`src/rtl/gpio_pkg.sv`:
```
package gpio_pkg;

  localparam int unsigned GPIO_ADDR_W = 5;

  typedef enum logic [3:0] {
    SEL_LEVEL,
    SEL_DIR,
    SEL_SET,
    SEL_CLR,
    SEL_RISE,
    SEL_FALL,
    SEL_STAT,
    SEL_MASK,
    SEL_NONE
  } gpio_sel_e;

  // Word slot is addr[4:2]; any byte offset within a word decodes to nothing.
  function automatic gpio_sel_e gpio_decode(input logic [GPIO_ADDR_W-1:0] addr);
    gpio_sel_e sel;
    if (addr[1:0] != 2'b00) begin
      sel = SEL_NONE;
    end else begin
      case (addr[4:2])
        3'd0:    sel = SEL_LEVEL;
        3'd1:    sel = SEL_DIR;
        3'd2:    sel = SEL_SET;
        3'd3:    sel = SEL_CLR;
        3'd4:    sel = SEL_RISE;
        3'd5:    sel = SEL_FALL;
        3'd6:    sel = SEL_STAT;
        default: sel = SEL_MASK;
      endcase
    end
    return sel;
  endfunction

endpackage

```
`src/rtl/gpio_rst_sync.sv`:
```
module gpio_rst_sync #(
  parameter int unsigned STAGES = 2
) (
  input  logic clk,
  input  logic arst_n,
  output logic rst_n_sync
);

  logic [STAGES-1:0] chain_q;
  logic [STAGES-1:0] chain_d;

  always_comb begin
    chain_d = {chain_q[STAGES-2:0], 1'b1};
  end

  always_ff @(posedge clk or negedge arst_n) begin
    if (!arst_n) begin
      chain_q <= '0;
    end else begin
      chain_q <= chain_d;
    end
  end

  assign rst_n_sync = chain_q[STAGES-1];

endmodule

```
`src/rtl/gpio_in_sync.sv`:
```
module gpio_in_sync #(
  parameter int unsigned NPINS = 8
) (
  input  logic             clk,
  input  logic             rst_n,
  input  logic [NPINS-1:0] pin_in,
  output logic [NPINS-1:0] level,
  output logic [NPINS-1:0] rise,
  output logic [NPINS-1:0] fall
);

  for (genvar i = 0; i < NPINS; i++) begin : g_pin
    logic meta_q;
    logic sync_q;
    logic hist_q;

    always_ff @(posedge clk or negedge rst_n) begin
      if (!rst_n) begin
        meta_q <= 1'b0;
        sync_q <= 1'b0;
        hist_q <= 1'b0;
      end else begin
        meta_q <= pin_in[i];
        sync_q <= meta_q;
        hist_q <= sync_q;
      end
    end

    assign level[i] = sync_q;
    assign rise[i]  = sync_q & ~hist_q;
    assign fall[i]  = ~sync_q & hist_q;
  end

endmodule

```
`src/rtl/gpio_regs.sv`:
```
module gpio_regs
  import gpio_pkg::*;
#(
  parameter int unsigned NPINS  = 8,
  parameter int unsigned ADDR_W = GPIO_ADDR_W
) (
  input  logic              clk,
  input  logic              rst_n,
  input  logic              wr,
  input  logic [ADDR_W-1:0] addr,
  input  logic [NPINS-1:0]  wdata,
  input  logic [NPINS-1:0]  level,
  input  logic [NPINS-1:0]  rise,
  input  logic [NPINS-1:0]  fall,
  output logic [NPINS-1:0]  rdata,
  output logic [NPINS-1:0]  out_lat,
  output logic [NPINS-1:0]  dir,
  output logic [NPINS-1:0]  status,
  output logic [NPINS-1:0]  mask
);

  gpio_sel_e sel;
  logic dir_we, lat_we, ren_we, fen_we, mask_we, stat_we;
  logic [NPINS-1:0] lat_q, lat_d;
  logic [NPINS-1:0] dir_q, ren_q, fen_q, mask_q;
  logic [NPINS-1:0] stat_q, stat_d, events, clr_bits;

  assign sel = gpio_decode(addr);

  // Clock enables
  always_comb begin
    dir_we  = wr && (sel == SEL_DIR);
    lat_we  = wr && ((sel == SEL_SET) || (sel == SEL_CLR));
    ren_we  = wr && (sel == SEL_RISE);
    fen_we  = wr && (sel == SEL_FALL);
    mask_we = wr && (sel == SEL_MASK);
    stat_we = wr && (sel == SEL_STAT);
  end

  // Next state
  always_comb begin
    if (sel == SEL_SET) lat_d = lat_q | wdata;
    else                lat_d = lat_q & ~wdata;
    events   = (rise & ren_q) | (fall & fen_q);
    clr_bits = stat_we ? wdata : '0;
    stat_d   = (stat_q & ~clr_bits) | events;
  end

  // Registers
  always_ff @(posedge clk or negedge rst_n) begin
    if (!rst_n) begin
      lat_q  <= '0;
      dir_q  <= '0;
      ren_q  <= '0;
      fen_q  <= '0;
      mask_q <= '0;
      stat_q <= '0;
    end else begin
      if (lat_we)  lat_q  <= lat_d;
      if (dir_we)  dir_q  <= wdata;
      if (ren_we)  ren_q  <= wdata;
      if (fen_we)  fen_q  <= wdata;
      if (mask_we) mask_q <= wdata;
      stat_q <= stat_d;
    end
  end

  // Read mux
  always_comb begin
    case (sel)
      SEL_LEVEL: rdata = level;
      SEL_DIR:   rdata = dir_q;
      SEL_SET:   rdata = lat_q;
      SEL_CLR:   rdata = lat_q;
      SEL_RISE:  rdata = ren_q;
      SEL_FALL:  rdata = fen_q;
      SEL_STAT:  rdata = stat_q;
      SEL_MASK:  rdata = mask_q;
      default:   rdata = '0;
    endcase
  end

  assign out_lat = lat_q;
  assign dir     = dir_q;
  assign status  = stat_q;
  assign mask    = mask_q;

  AST_SET_NO_CLEAR: assert property (@(posedge clk) disable iff (!rst_n)
    (wr && sel == SEL_SET) |=> ((lat_q & $past(lat_q)) == $past(lat_q)));
  AST_CLR_NO_SET: assert property (@(posedge clk) disable iff (!rst_n)
    (wr && sel == SEL_CLR) |=> ((lat_q & ~$past(lat_q)) == '0));
  AST_DIR_HOLD: assert property (@(posedge clk) disable iff (!rst_n)
    !(wr && sel == SEL_DIR) |=> $stable(dir_q));
  AST_STAT_W1C: assert property (@(posedge clk) disable iff (!rst_n)
    (wr && sel == SEL_STAT) |=> ((stat_q & $past(wdata) & ~$past(events)) == '0));
  AST_STAT_HOLD: assert property (@(posedge clk) disable iff (!rst_n)
    (!(wr && sel == SEL_STAT) && events == '0) |=> $stable(stat_q));
  AST_EDGE_WINS: assert property (@(posedge clk) disable iff (!rst_n)
    (events != '0) |=> ((stat_q & $past(events)) == $past(events)));
  AST_ODD_ADDR_ZERO: assert property (@(posedge clk) disable iff (!rst_n)
    (addr[1:0] != 2'b00) |-> (rdata == '0));

endmodule

```
`src/rtl/gpio_edge_ctrl.sv`:
```
module gpio_edge_ctrl
  import gpio_pkg::*;
#(
  parameter int unsigned NPINS  = 8,
  parameter int unsigned ADDR_W = GPIO_ADDR_W
) (
  input  logic              clk,
  input  logic              rst_n,
  input  logic              bus_wr,
  input  logic [ADDR_W-1:0] bus_addr,
  input  logic [NPINS-1:0]  bus_wdata,
  output logic [NPINS-1:0]  bus_rdata,
  input  logic [NPINS-1:0]  pin_in,
  output logic [NPINS-1:0]  pin_out,
  output logic [NPINS-1:0]  pin_oe,
  output logic              irq
);

  logic             rst_n_int;
  logic [NPINS-1:0] level, rise, fall;
  logic [NPINS-1:0] status, mask;

  gpio_rst_sync #(.STAGES(2)) u_rst (
    .clk        (clk),
    .arst_n     (rst_n),
    .rst_n_sync (rst_n_int)
  );

  gpio_in_sync #(.NPINS(NPINS)) u_sync (
    .clk    (clk),
    .rst_n  (rst_n_int),
    .pin_in (pin_in),
    .level  (level),
    .rise   (rise),
    .fall   (fall)
  );

  gpio_regs #(.NPINS(NPINS), .ADDR_W(ADDR_W)) u_regs (
    .clk     (clk),
    .rst_n   (rst_n_int),
    .wr      (bus_wr),
    .addr    (bus_addr),
    .wdata   (bus_wdata),
    .level   (level),
    .rise    (rise),
    .fall    (fall),
    .rdata   (bus_rdata),
    .out_lat (pin_out),
    .dir     (pin_oe),
    .status  (status),
    .mask    (mask)
  );

  assign irq = |(status & mask);

  AST_IRQ_MASKED_OFF: assert property (@(posedge clk) disable iff (!rst_n_int)
    (mask == '0) |-> !irq);
  AST_IRQ_NEEDS_STATUS: assert property (@(posedge clk) disable iff (!rst_n_int)
    irq |-> (status != '0));
  AST_RESET_QUIET: assert property (@(posedge clk)
    !rst_n_int |-> (pin_oe == '0 && pin_out == '0 && !irq));

endmodule

```
`config.mk`:
```
export PLATFORM = sky130hd
export DESIGN_NAME = gpio_edge_ctrl
export DESIGN_NICKNAME = d
export VERILOG_FILES = /design/src/rtl/gpio_pkg.sv /design/src/rtl/gpio_rst_sync.sv /design/src/rtl/gpio_in_sync.sv /design/src/rtl/gpio_regs.sv /design/src/rtl/gpio_edge_ctrl.sv
export SDC_FILE = /design/constraint.sdc
export NUM_CORES = 1
export LEC_CHECK = 0
export BUFFER_PORTS_ARGS = -buffer_cell sky130_fd_sc_hd__buf_2
export CORE_ASPECT_RATIO = 0.8
export CORE_MARGIN = 3
export CORE_UTILIZATION = 40
export CTS_BUF_LIST = sky130_fd_sc_hd__clkbuf_16
export DETAILED_ROUTE_END_ITERATION = 12
export GPL_TIMING_DRIVEN = 1
export PLACE_DENSITY_LB_ADDON = 0.3
export SYNTH_ARGS = -nofsm -noshare
export SYNTH_HDL_FRONTEND = slang
export SYNTH_SLANG_ARGS = --single-unit
export TNS_END_PERCENT = 100
```
`constraint.sdc`:
```
create_clock -name clk -period 7 [get_ports clk]
set_input_delay 0.35 -clock clk [delete_from_list [all_inputs] [get_ports clk]]
set_output_delay 0.35 -clock clk [all_outputs]
set_load 0.05 [all_outputs]
```
* Word level (Yosys, flattened, before mapping)
Index checks and enable logic that the tools add are counted.
** Storage, ports and cells
- Bits in registers :: 74
- Bits of input ports :: 24
- Output and inout bits :: 25
** Cells by class
- Equal/unequal tests :: 13
- Mux-type cells :: 5
- Bitwise gates (word level) :: 42
- Reductions and logical operators :: 12
** Operators with widths (number)
- 8-bit one-hot mux with 7 select lines :: 1
- 8-bit AND :: 5
- 8-bit OR :: 3
- 3-bit one-hot mux with 7 select lines :: 1
- 1-bit AND :: 16
- 4-bit by 3-bit equality test with 1-bit output (second input constant) :: 4
- 8-bit 2-to-1 mux :: 2
- 1-bit NOT :: 16
- 8-bit NOT :: 2
- 3-bit equality test (second input constant) :: 3
- 4-bit by 2-bit equality test with 1-bit output (second input constant) :: 2
- 8-bit OR reduction :: 1
- 3-bit by 2-bit equality test with 1-bit output (second input constant) :: 2
- 1-bit logical AND :: 6
- 4-bit by 1-bit equality test with 1-bit output (second input constant) :: 1
- 4-bit zero test :: 1
- 4-bit 2-to-1 mux :: 1
- 3-bit by 1-bit equality test with 1-bit output (second input constant) :: 1
- 3-bit zero test :: 1
- 2-bit nonzero test :: 1
- 2-bit OR reduction :: 1
- 1-bit logical OR :: 1

* Longest topological paths before layout
- Depth in word-level cells :: 9
- Mapped depth :: 6
- Gate-level depth less buffers :: 3

* By module
Synthesis repeated with hierarchy kept, for this count alone.
** Second synthesis, totals
- Cells, all modules :: 258
- Area, all modules :: 3306.9 µm²
** Modules (own cells, without submodules)
- gpio_regs :: times used 1, cells each 202, area an instance 2416.1 µm², seq. area each 1201.2 µm²
- gpio_in_sync :: times used 1, cells each 48, area an instance 800.8 µm², seq. area each 600.6 µm²
- gpio_rst_sync :: times used 1, cells each 3, area an instance 53.8 µm², seq. area each 50.0 µm²
- gpio_edge_ctrl :: times used 1, cells each 5, area an instance 36.3 µm², seq. area each 0.0 µm²

* Worst setup path after synthesis
OpenSTA, ideal clock, no wires.
- Path type :: input -> output
- From :: input bus_addr[2]
- To :: output bus_rdata[4]
- Arrival time :: 2152 ps
- Required time :: 6650 ps
- Slack :: 4498 ps
- Cell stages on the path :: 5
- Path buffers :: 2
- Cells stage by stage :: buf_2 nor3_2 buf_2 a22oi_1 o21ai_0
** On the way
- Cells in the longest elaborated chain, start to end :: 6
** RTL lines
- start, declared :: line gpio_edge_ctrl.sv:10 : input logic [ADDR_W-1:0] bus_addr,
- 3-bit equality test, or another cell as far along :: line gpio_pkg.sv:23 : case (addr[4:2])
- 3-bit one-hot mux with 7 select lines (*) :: line gpio_pkg.sv:23
- 4-bit 2-to-1 mux (*) :: line gpio_pkg.sv:20 : if (addr[1:0] != 2'b00) begin
- 4-bit by 2-bit equality test with 1-bit output :: line gpio_regs.sv:70 : case (sel)
- 2-bit OR reduction (no line)
- 8-bit one-hot mux with 7 select lines (*) :: line gpio_regs.sv:70
- end, declared :: line gpio_edge_ctrl.sv:12 : output logic [NPINS-1:0] bus_rdata,
Mark *: on every way between the ends. The rest lies on a longest branch, timed or not.

* Worst setup path in the final report
- From :: input bus_addr[3]
- To :: output bus_rdata[1]
Same word-level chain as after synthesis.

==> qor.yml <==
drtIter0Drc: 130
crit_path_end_kind: "output pin"
io-pin-count: 49
ys.flop_type: "dfrtp_1"
arrival_ps: 2280
r2r_setup_slack_ps: 5680
dp_hpwl_um: 5230
worst_clock_skew_ps: 5.76
slew_headroom_pct: 32.1
cp.required_ps: 6650
antenna_found_initial: 0
dr.pass1.iters: 4
fin_cells: 422
grt_start_max_net_pins: 39
post_cts_buffers: 0
nets: 333
grt_pass1_wl_um: 12900
power_density_nw_per_um2: 304
clock.fmax_mhz: 381
rows: 29
setup_viol: 0
report.final.slew_viol_count: 0
port_buffers: 48
synthArstFlopShare_pct: 100
multi_input_area_um2: 1350
worst_pin_slew_ps: 1010
gr-usage-all-layers_pct: 18.1
synth-warning-count: 0
cp-start-kind: "primary input"
vias_per_cell: 5.53
routed_wl_um: 7890
syn2layout_area_growth_pct: 16.9
crit_type: "in2out"
rsz0062_at_grt: "no"
numCtsBuffers: 9
cp_max_fo: 18
insertion_delay_ps: 340
cts_buffer_depth: 2
design.die.area_um2: 9490
synthDistinctLibCells: 37
syn_inst: 263
clkTransAtPathRegs_ps: 60
antenna_left: 0
synth_fp_nets: 287
post-synth-top-area-fraction_pct: 55.4
maxCapViolCount: 0
layout_min_cycle_time_ps: 2630
postSynthAreaPerCell_um2: 12.7
final_hold_viol_count: 0
period_share_pct: 37.5
start_util_pct: 41.7
fp.dieH_um: 87.7
gp_congestion: 0.866
drc: 0
overflow: 0
dp_cells: 405
synth_area_um2: 3340
drive_gt1_share_pct: 37.9
synth_most_common_cell: "dfrtp_1"
die_width_um: 108
vdd_ir_drop_max_uv: 156
core-area_um2: 8020
synth_common_cells: "dfrtp_1 (74), mux2_2 (39), nand3_1 (16), nand4_1 (13), o21ai_0 (13)"
hp-class: "in2reg"
clock-sinks: 74
diodes: 0
grt_pass1_vias: 2326
cts_tree: "built"
outcome: "completed"
fin_tns_setup_ps: 0
synth_area_leader_cell: "dfrtp_1"
leakage_uw: 0.00178
root_buffer: "clkbuf_16"
synthTopCellsByArea: "dfrtp_1 (55%), mux2_2 (13%), a22oi_1 (2.5%)"
synth-seq-area-share_pct: 55.4
synth_edf_count: 0
fill_cells: 737
wire_per_inst_um: 18.7
seq_area_um2: 1850
htreeDepth: 3
ys_seq_elements: 74
num_vias: 2332
routing by layer:
metal  vias to the layer above  wire length [um]  track usage, %  share of wire, %
li1                       1068                 -               -                 -
met1                      1183              3760            26.0                48
met2                        69              3480            26.2                44
met3                        12               538            5.38               6.8
met4                         0               122            6.54               1.5
met5                         -                 0               0                 0
cell type report:
class	count	area share [%]
sequential	74	47.5
inverter	8	0.769
tap	108	3.46
multi-input combinational	165	34.6
clock buffer	9	5.77
clock inverter	7	1.19
timing repair buffer	51	6.79
kinds of logic after synthesis:
logic type / synth area share [%]
mux: 17.5
other cells: 0.112
flops: 55.4
buf+inv: 4.19
simple gates: 14.8
compound gates: 8.02
worst max-delay path: stages:
cell and delay, ps:
buf_2 300, nor4b_4 890, a22oi_1 250, o211ai_1 180, buf_2 300
placed cells by master (no fill, tap or decap), types with 6 or more instances in the layout:
cell        n
dfrtp_1    73
buf_2      48
mux2_2     39
nand3_1    16
nand4_1    13
o21ai_0    13
a22oi_1    11
nand2_1    10
clkbuf_16   9
nand3b_1    8
a21o_1      8
inv_1       8
mux2i_1     8
and3_1      6
per-stage QoR:
stage	util (%)	total power [uW]	instance area [um2]	setup WS [ps]	hold WS [ps]
after global routing	48.7	1240	3900	4260	97.0
final	48.7	1190	3900	4370	114
after global placement	45.2	774	3620	4490	135
after detailed placement	45.2	778	3620	4420	137
after CTS	48.7	1200	3900	4420	102
after floorplan	-	712	3340	4500	54.4
final timing paths:
check,from,end,cells past startpoint
setup / recovery,bus_addr[3],bus_rdata[1],5
hold / removal,pin_in[3],u_sync.g_pin[3].meta_q$_DFF_PN0_,1
setup reg to reg,u_rst.chain_q[1]$_DFF_PN0_,u_regs.dir[0]$_DFFE_PN0P_,1
hold reg to reg,u_rst.chain_q[1]$_DFF_PN0_,asynchronous set/reset pin,0
max in group asynchronous,u_rst.chain_q[1]$_DFF_PN0_,u_regs.dir[0]$_DFFE_PN0P_,1
min in group asynchronous,rst_n,u_rst.chain_q[0]$_DFF_PN0_,2
repair_timing:
item | CTS | global route
endpoints found under the hold margin | 2 | 0
gates resized for setup | 0 | 0
hold buffers | 1 | 0
where the power goes:
part,total (uW),internal [uW],switching [uW]
Clock,417,238,179
Sequential,539,488,51.1
Combinational,232,83.6,148
Note: power is estimated with default switching activity, not from simulation.
